===== src/rtl/tmr_pkg.sv =====
package tmr_pkg;
  localparam int REG_AW = 4;
  localparam logic [REG_AW-1:0] A_CTRL   = 4'd0;
  localparam logic [REG_AW-1:0] A_SREQ   = 4'd1;
  localparam logic [REG_AW-1:0] A_SLO    = 4'd2;
  localparam logic [REG_AW-1:0] A_SHI    = 4'd3;
  localparam logic [REG_AW-1:0] A_PLO    = 4'd4;
  localparam logic [REG_AW-1:0] A_PHI    = 4'd5;
  localparam logic [REG_AW-1:0] A_LOAD   = 4'd6;
  localparam logic [REG_AW-1:0] A_ALO    = 4'd7;
  localparam logic [REG_AW-1:0] A_AHI    = 4'd8;
  localparam logic [REG_AW-1:0] A_IRAW   = 4'd9;
  localparam logic [REG_AW-1:0] A_IENA   = 4'd10;
  localparam logic [REG_AW-1:0] A_ICLR   = 4'd11;
  localparam int B_RUN = 0;
  localparam int B_UP  = 1;
  localparam int B_ARL = 2;
  localparam int B_ARM = 3;
  localparam int PS_LSB = 16;
endpackage


===== src/rtl/tmr_prescale.sv =====
module tmr_prescale #(
  parameter int PS_W = 16
) (
  input  logic            clk,
  input  logic            rst,
  input  logic            run,
  input  logic [PS_W-1:0] div_sel,
  output logic            tick
);
  localparam int CW = PS_W + 1;

  logic [CW-1:0] lim;
  logic [CW-1:0] pcnt;

  always_comb begin
    if (div_sel == '0)
      lim = {1'b0, {PS_W{1'b1}}};
    else if (div_sel <= PS_W'(2))
      lim = CW'(1);
    else
      lim = {1'b0, div_sel} - CW'(1);
  end

  assign tick = run && (pcnt >= lim);

  always_ff @(posedge clk) begin
    if (rst || !run)
      pcnt <= '0;
    else if (pcnt >= lim)
      pcnt <= '0;
    else
      pcnt <= pcnt + CW'(1);
  end


  ps_idle_chk: assert property (@(posedge clk) disable iff (rst)
    !run |=> (pcnt == '0));
endmodule


===== src/rtl/tmr_core.sv =====
module tmr_core #(
  parameter int CNT_W = 54
) (
  input  logic             clk,
  input  logic             rst,
  input  logic             tick,
  input  logic             up,
  input  logic             arl,
  input  logic             arm,
  input  logic             load,
  input  logic [CNT_W-1:0] preset,
  input  logic [CNT_W-1:0] alarm,
  output logic [CNT_W-1:0] cnt,
  output logic             fire
);
  assign fire = tick && arm && (cnt == alarm);

  always_ff @(posedge clk) begin
    if (rst)
      cnt <= '0;
    else if (load)
      cnt <= preset;
    else if (tick) begin
      if (fire && arl)
        cnt <= preset;
      else if (up)
        cnt <= cnt + CNT_W'(1);
      else
        cnt <= cnt - CNT_W'(1);
    end
  end


  hold_cnt_chk: assert property (@(posedge clk) disable iff (rst)
    (!tick && !load) |=> $stable(cnt));

  step_up_chk: assert property (@(posedge clk) disable iff (rst)
    (tick && !load && !fire && up) |=> (cnt == $past(cnt) + CNT_W'(1)));

  reload_chk: assert property (@(posedge clk) disable iff (rst)
    (fire && arl && !load) |=> (cnt == $past(preset)));
endmodule


===== src/rtl/tmr_snap.sv =====
module tmr_snap #(
  parameter int CNT_W = 54
) (
  input  logic             clk,
  input  logic             rst,
  input  logic             req,
  input  logic [CNT_W-1:0] cnt,
  output logic             busy,
  output logic [CNT_W-1:0] snap
);
  always_ff @(posedge clk) begin
    if (rst) begin
      busy <= 1'b0;
      snap <= '0;
    end else begin
      if (busy) begin
        snap <= cnt;
        busy <= 1'b0;
      end else if (req) begin
        busy <= 1'b1;
      end
    end
  end


  busy_once_chk: assert property (@(posedge clk) disable iff (rst)
    busy |=> !busy);
endmodule


===== src/rtl/tmr_irq.sv =====
module tmr_irq (
  input  logic clk,
  input  logic rst,
  input  logic set,
  input  logic clr,
  input  logic ena_we,
  input  logic ena_d,
  output logic raw,
  output logic ena,
  output logic irq
);
  always_ff @(posedge clk) begin
    if (rst) begin
      raw <= 1'b0;
      ena <= 1'b0;
    end else begin
      if (set)
        raw <= 1'b1;
      else if (clr)
        raw <= 1'b0;
      if (ena_we)
        ena <= ena_d;
    end
  end

  assign irq = raw & ena;


  set_raw_chk: assert property (@(posedge clk) disable iff (rst)
    set |=> raw);

  clr_raw_chk: assert property (@(posedge clk) disable iff (rst)
    (clr && !set) |=> !raw);
endmodule


===== src/rtl/gp_alarm_timer.sv =====
module gp_alarm_timer
  import tmr_pkg::*;
#(
  parameter int CNT_W  = 54,
  parameter int DATA_W = 32,
  parameter int PS_W   = 16
) (
  input  logic              clk,
  input  logic              rst,
  input  logic              reg_we,
  input  logic [REG_AW-1:0] reg_addr,
  input  logic [DATA_W-1:0] reg_wdata,
  output logic [DATA_W-1:0] reg_rdata,
  output logic              irq_o
);
  localparam int HI_W  = CNT_W - DATA_W;
  localparam int PAD_W = DATA_W - HI_W;
  localparam int GAP_W = PS_LSB - 4;

  logic            run_q, up_q, arl_q, arm_q;
  logic [PS_W-1:0] ps_q;
  logic [CNT_W-1:0] preset_q, alarm_q;

  logic wr_ctrl, wr_sreq, wr_load, wr_iena, wr_iclr;
  logic tick, fire, busy, raw, ena;
  logic [CNT_W-1:0] cnt, snap;

  assign wr_ctrl = reg_we && (reg_addr == A_CTRL);
  assign wr_sreq = reg_we && (reg_addr == A_SREQ) && reg_wdata[0];
  assign wr_load = reg_we && (reg_addr == A_LOAD);
  assign wr_iena = reg_we && (reg_addr == A_IENA);
  assign wr_iclr = reg_we && (reg_addr == A_ICLR) && reg_wdata[0];

  always_ff @(posedge clk) begin
    if (rst) begin
      run_q    <= 1'b0;
      up_q     <= 1'b1;
      arl_q    <= 1'b0;
      arm_q    <= 1'b0;
      ps_q     <= PS_W'(2);
      preset_q <= '0;
      alarm_q  <= '0;
    end else begin
      if (wr_ctrl) begin
        run_q <= reg_wdata[B_RUN];
        up_q  <= reg_wdata[B_UP];
        arl_q <= reg_wdata[B_ARL];
        arm_q <= reg_wdata[B_ARM];
        ps_q  <= reg_wdata[PS_LSB +: PS_W];
      end else if (fire) begin
        arm_q <= 1'b0;
      end
      if (reg_we && reg_addr == A_PLO) preset_q[DATA_W-1:0]     <= reg_wdata;
      if (reg_we && reg_addr == A_PHI) preset_q[CNT_W-1:DATA_W] <= reg_wdata[HI_W-1:0];
      if (reg_we && reg_addr == A_ALO) alarm_q[DATA_W-1:0]      <= reg_wdata;
      if (reg_we && reg_addr == A_AHI) alarm_q[CNT_W-1:DATA_W]  <= reg_wdata[HI_W-1:0];
    end
  end

  tmr_prescale #(.PS_W(PS_W)) i_pre (
    .clk(clk), .rst(rst), .run(run_q), .div_sel(ps_q), .tick(tick)
  );

  tmr_core #(.CNT_W(CNT_W)) i_core (
    .clk(clk), .rst(rst), .tick(tick), .up(up_q), .arl(arl_q), .arm(arm_q),
    .load(wr_load), .preset(preset_q), .alarm(alarm_q), .cnt(cnt), .fire(fire)
  );

  tmr_snap #(.CNT_W(CNT_W)) i_snap (
    .clk(clk), .rst(rst), .req(wr_sreq), .cnt(cnt), .busy(busy), .snap(snap)
  );

  tmr_irq i_irq (
    .clk(clk), .rst(rst), .set(fire), .clr(wr_iclr), .ena_we(wr_iena),
    .ena_d(reg_wdata[0]), .raw(raw), .ena(ena), .irq(irq_o)
  );

  always_ff @(posedge clk) begin
    if (rst)
      reg_rdata <= '0;
    else begin
      case (reg_addr)
        A_CTRL: reg_rdata <= {ps_q, {GAP_W{1'b0}}, arm_q, arl_q, up_q, run_q};
        A_SREQ: reg_rdata <= {{(DATA_W-1){1'b0}}, busy};
        A_SLO:  reg_rdata <= snap[DATA_W-1:0];
        A_SHI:  reg_rdata <= {{PAD_W{1'b0}}, snap[CNT_W-1:DATA_W]};
        A_PLO:  reg_rdata <= preset_q[DATA_W-1:0];
        A_PHI:  reg_rdata <= {{PAD_W{1'b0}}, preset_q[CNT_W-1:DATA_W]};
        A_ALO:  reg_rdata <= alarm_q[DATA_W-1:0];
        A_AHI:  reg_rdata <= {{PAD_W{1'b0}}, alarm_q[CNT_W-1:DATA_W]};
        A_IRAW: reg_rdata <= {{(DATA_W-1){1'b0}}, raw};
        A_IENA: reg_rdata <= {{(DATA_W-1){1'b0}}, ena};
        default: reg_rdata <= '0;
      endcase
    end
  end


  disarm_chk: assert property (@(posedge clk) disable iff (rst)
    (fire && !wr_ctrl) |=> !arm_q);

  no_arm_chk: assert property (@(posedge clk) disable iff (rst)
    !arm_q |-> !fire);
endmodule


===== config.mk =====
export PLATFORM = sky130hd
export DESIGN_NAME = gp_alarm_timer
export DESIGN_NICKNAME = d
export VERILOG_FILES = /design/src/rtl/tmr_pkg.sv /design/src/rtl/tmr_prescale.sv /design/src/rtl/tmr_core.sv /design/src/rtl/tmr_snap.sv /design/src/rtl/tmr_irq.sv /design/src/rtl/gp_alarm_timer.sv
export SDC_FILE = /design/constraint.sdc
export NUM_CORES = 1
export LEC_CHECK = 0
export ABC_CLOCK_PERIOD_IN_PS = 7000
export BUFFER_PORTS_ARGS = -buffer_cell sky130_fd_sc_hd__buf_2
export CORE_ASPECT_RATIO = 2
export CORE_MARGIN = 5
export CORE_UTILIZATION = 50
export CTS_CLUSTER_SIZE = 8
export DETAILED_ROUTE_END_ITERATION = 10
export PLACE_DENSITY = 0.68
export RECOVER_POWER = 50
export SYNTH_ARGS = -nofsm -noshare
export SYNTH_HDL_FRONTEND = slang
export SYNTH_SLANG_ARGS = --single-unit

===== constraint.sdc =====
create_clock -name clk -period 7 [get_ports clk]
set_input_delay 2.1 -clock clk [delete_from_list [all_inputs] [get_ports clk]]
set_output_delay 2.1 -clock clk [all_outputs]
set_load 0.02 [all_outputs]

==> implementation parameters <==
Parameter                              Value

Setup path
  Flop-to-flop setup slack    2.03 ns
  Worst path arrival time    5.86 ns
  WS Path Type    input pin to register
  Reg-to-reg critical path startpoint    ps_q[9]
  CP endpoint kind    register
  Stage delay of the slowest cell on the critical path    1.69 ns
  CP cell instances    clkbuf_1 > nand2b_1 > nor3_2 > clkbuf_1 > nand2_1 > buf_4 > nand2_1 > a21oi_1
  Startpoint of the most critical setup path    reg_addr[2]
  Capturing element of the worst setup path    preset_q[2]
  Depth of the most critical reg-to-reg path    17
  Kind of start point of the critical path    input pin
  Slowest library cell on the worst path    clkbuf_1
  Reg-to-reg endpoint    i_core.cnt[43]
  Data required time at the worst endpoint    7.25 ns
  Maximum fanout encountered on the critical timing path    33

STA
  Number of endpoints with negative hold slack in the final report    0
  Final setup vio count    0
  Highest clock frequency the design can meet    178.1 MHz
  Setup repair after global routing missed its margin    false
  Shortest period the worst path allows    5.615 ns
  Worst Skew    0.02093 ns
  Tightest Pin Transition    3.276 ns
  Final period utilization    80.22%
  Number of slew-limit violations in the final report    187
  Aggregate negative setup slack    0 ns
  Max transition margin    -118.4%

Placed design
  Routability congestion estimate from global placement    0.9661
  Detailed-placement wirelength estimate    43.01 mm
  Number of buffer cells added on primary ports    71

Route
  Overall via count from detail_route    15,100
  DRC violations left    0
  Average routed wire per standard cell    24.74 um
  Final Routed Wirelength    59.22 mm
  Vias per cell    6.306
  First-pass detailed-route iteration total    8
  Number of DRC markers in iteration 0    1,472
  Antenna-violating nets left    0

GRT
  Number of global-route vias before repair    14,800
  Initial antenna violation count    0
  Pin count of the biggest net entering global routing    101
  Gr ovfl total    0
  Wire length of the first global-routing pass    88.32 mm
  GR Util All Layers    32.78%

Floorplan
  Y dimension of the die    260.4 um
  I/O pin total    72
  Core area    30,970 um^2
  Die Outline Area    35,200 um^2
  Initial standard-cell utilization of the core    50.60%
  Row count    91
  Floorplan die width    135.2 um

Yosys
  Number of flops mapped to enable cells by yosys    0
  Register area share after synthesis    36.79%
  Synthesized netlist net count    2,074
  Unique masters post-synth    87
  Synthesis-stage register bit count    288
  FFs w/ async S/R, synth    0%
  Mean instance size in the synthesized netlist    7.987 um^2
  Synthesized instance count    1,962
  Netlist Area Pre-Place    15,670 um^2
  Most frequently used flop master after synthesis    dfxtp_1
  Number of synthesis warnings    0

Run status
  Failing checks    max-capacitance violations, max-slew violations
  Run status    finished, violations left

Clock tree
  Clock tree from TritonCTS    yes
  Total number of clock tree sinks    288
  Number of buffers inserted for hold repair after clock tree synthesis    0
  Clock root buffer    clkbuf_16
  Total CTS buffers    41
  Count of H-tree levels built during CTS    2
  Setup Buffers After CTS    0
  Clock-pin slew reported for the worst setup and hold paths after clock tree synthesis    0.05 ns
  Clock Latency Late Sink    0.53 ns
  Post-CTS Resized    0
  Buffer depth of the longest clock path    3

Power and ir drop
  Total power density per cell area    213.4 nW/um^2
  Worst ir drop on vdd    142.1 uV
  Total power    0.003681 W
  Static leakage power    6.402 nW

Layout
  Most common cell after layout, fill and taps aside    nand2_1
  Share of final-layout standard cells stronger than drive strength 1    6.933%
  Total of fill cells in the finished design    2,967
  Top library cells by usage in the layout, fill and taps aside    343 x nand2_1, 287 x dfxtp_1, 233 x a21oi_1
  # nets final    2,086
  Area grow syn2layout    10.12%
  ANT cells    0

Worst hold path
  Number of cells traversed by the worst hold path    2
  Hold Crit Class    register to register

Job
  Total of max-cap violations    5
==> worst min-delay path by stage <==
stage                  start             to  slack [ns]
2_1_floorplan  i_pre.pcnt[0]  i_pre.pcnt[0]        0.44
3_3_place_gp     alarm_q[40]    alarm_q[40]        0.46
3_5_place_dp    preset_q[35]   preset_q[35]        0.47
4_1_cts         preset_q[35]   preset_q[35]        0.48
5_1_grt         preset_q[35]   preset_q[35]        0.49
6_report        preset_q[35]   preset_q[35]        0.48
==> where the power goes <==
group | switching [W] | internal, W | total [W]
clock network | 0.000706 | 0.00107 | 0.00178
registers | 0.0000248 | 0.00166 | 0.00168
logic | 0.000157 | 0.0000629 | 0.000220
==> metal layers <==
metal,vias up,global-route usage (%),share of wire (%)
met5,-,0,0
met4,0,25.28,9.6
met3,260,4.321,6.3
met2,728,58.47,50
met1,7125,34.16,34
li1,6983,-,-
==> layout make-up <==
cell class	count	area, um^2	share of cell area (%)
Clock buffer	44	1080	6.258
Clock inverter	1	8.758	0.05076
Inverter	34	127.6	0.7396
Multi-Input combinational cell	1513	9268	53.71
Sequential cell	288	5769	33.43
Tap cell	418	523.0	3.031
Timing Repair Buffer	96	479.2	2.777
==> flip-flops by register name, summed over array words and instances, names as in the netlist, 16 cells and up <==
signal	count
i_pre.pcnt	17
ps_q	16
preset_q	54
reg_rdata	32
i_core.cnt	54
i_snap.snap	54
alarm_q	54
==> synth_stat cells, drive strengths merged (23+ instances only) <==
cell type,count,area share (%)
nand2,345,8.3
dfxtp,288,37
a21oi,233,7.4
nor2,174,4.2
clkbuf,106,2.5
a22oi,86,4.1
xor2,73,4.1
ha,72,5.7
mux2i,60,3.8
o21ai,58,1.9
xnor2,41,2.3
a31oi,35,1.4
a21o,34,1.6
inv,34,0.81
nor3,31,0.99
a211oi,30,1.5
nor4,24,1.0
nand4,23,0.92
==> critical path: cells and delay by family <==
kind	cells	cell delay [ns]
AOI/OAI and AO/OA	1	0.07
buffers and inverters	3	2.43
and+or+nand+nor	4	1.26
==> kinds of logic after synthesis <==
| group | synth area share, % |
|---|---|
| xor+xnor | 6.372 |
| buf+inv | 4.208 |
| mux | 3.905 |
| other cells | 0.02393 |
| flops | 36.79 |
| simple gates | 18.87 |
| fa+ha+maj | 5.877 |
| compound gates | 23.95 |
==> per-stage QoR <==
| step | setup slack, ns | hold WS, ns | area [um^2] | utilization, % | std cells |
|---|---|---|---|---|---|
| global route | 1.380 | 0.4897 | 17260 | 55.72 | 2394 |
| detailed placement | 1.914 | 0.4680 | 16250 | 52.47 | 2349 |
| floorplan | 3.051 | 0.4411 | 15670 | - | 1962 |
| global placement | 1.959 | 0.4604 | 16250 | 52.47 | 2349 |
| CTS | 2.046 | 0.4750 | 17340 | 55.99 | 2394 |
| finish | 1.385 | 0.4754 | 17260 | 55.72 | 2394 |
No activity file was read; power rests on OpenSTA's default activity.
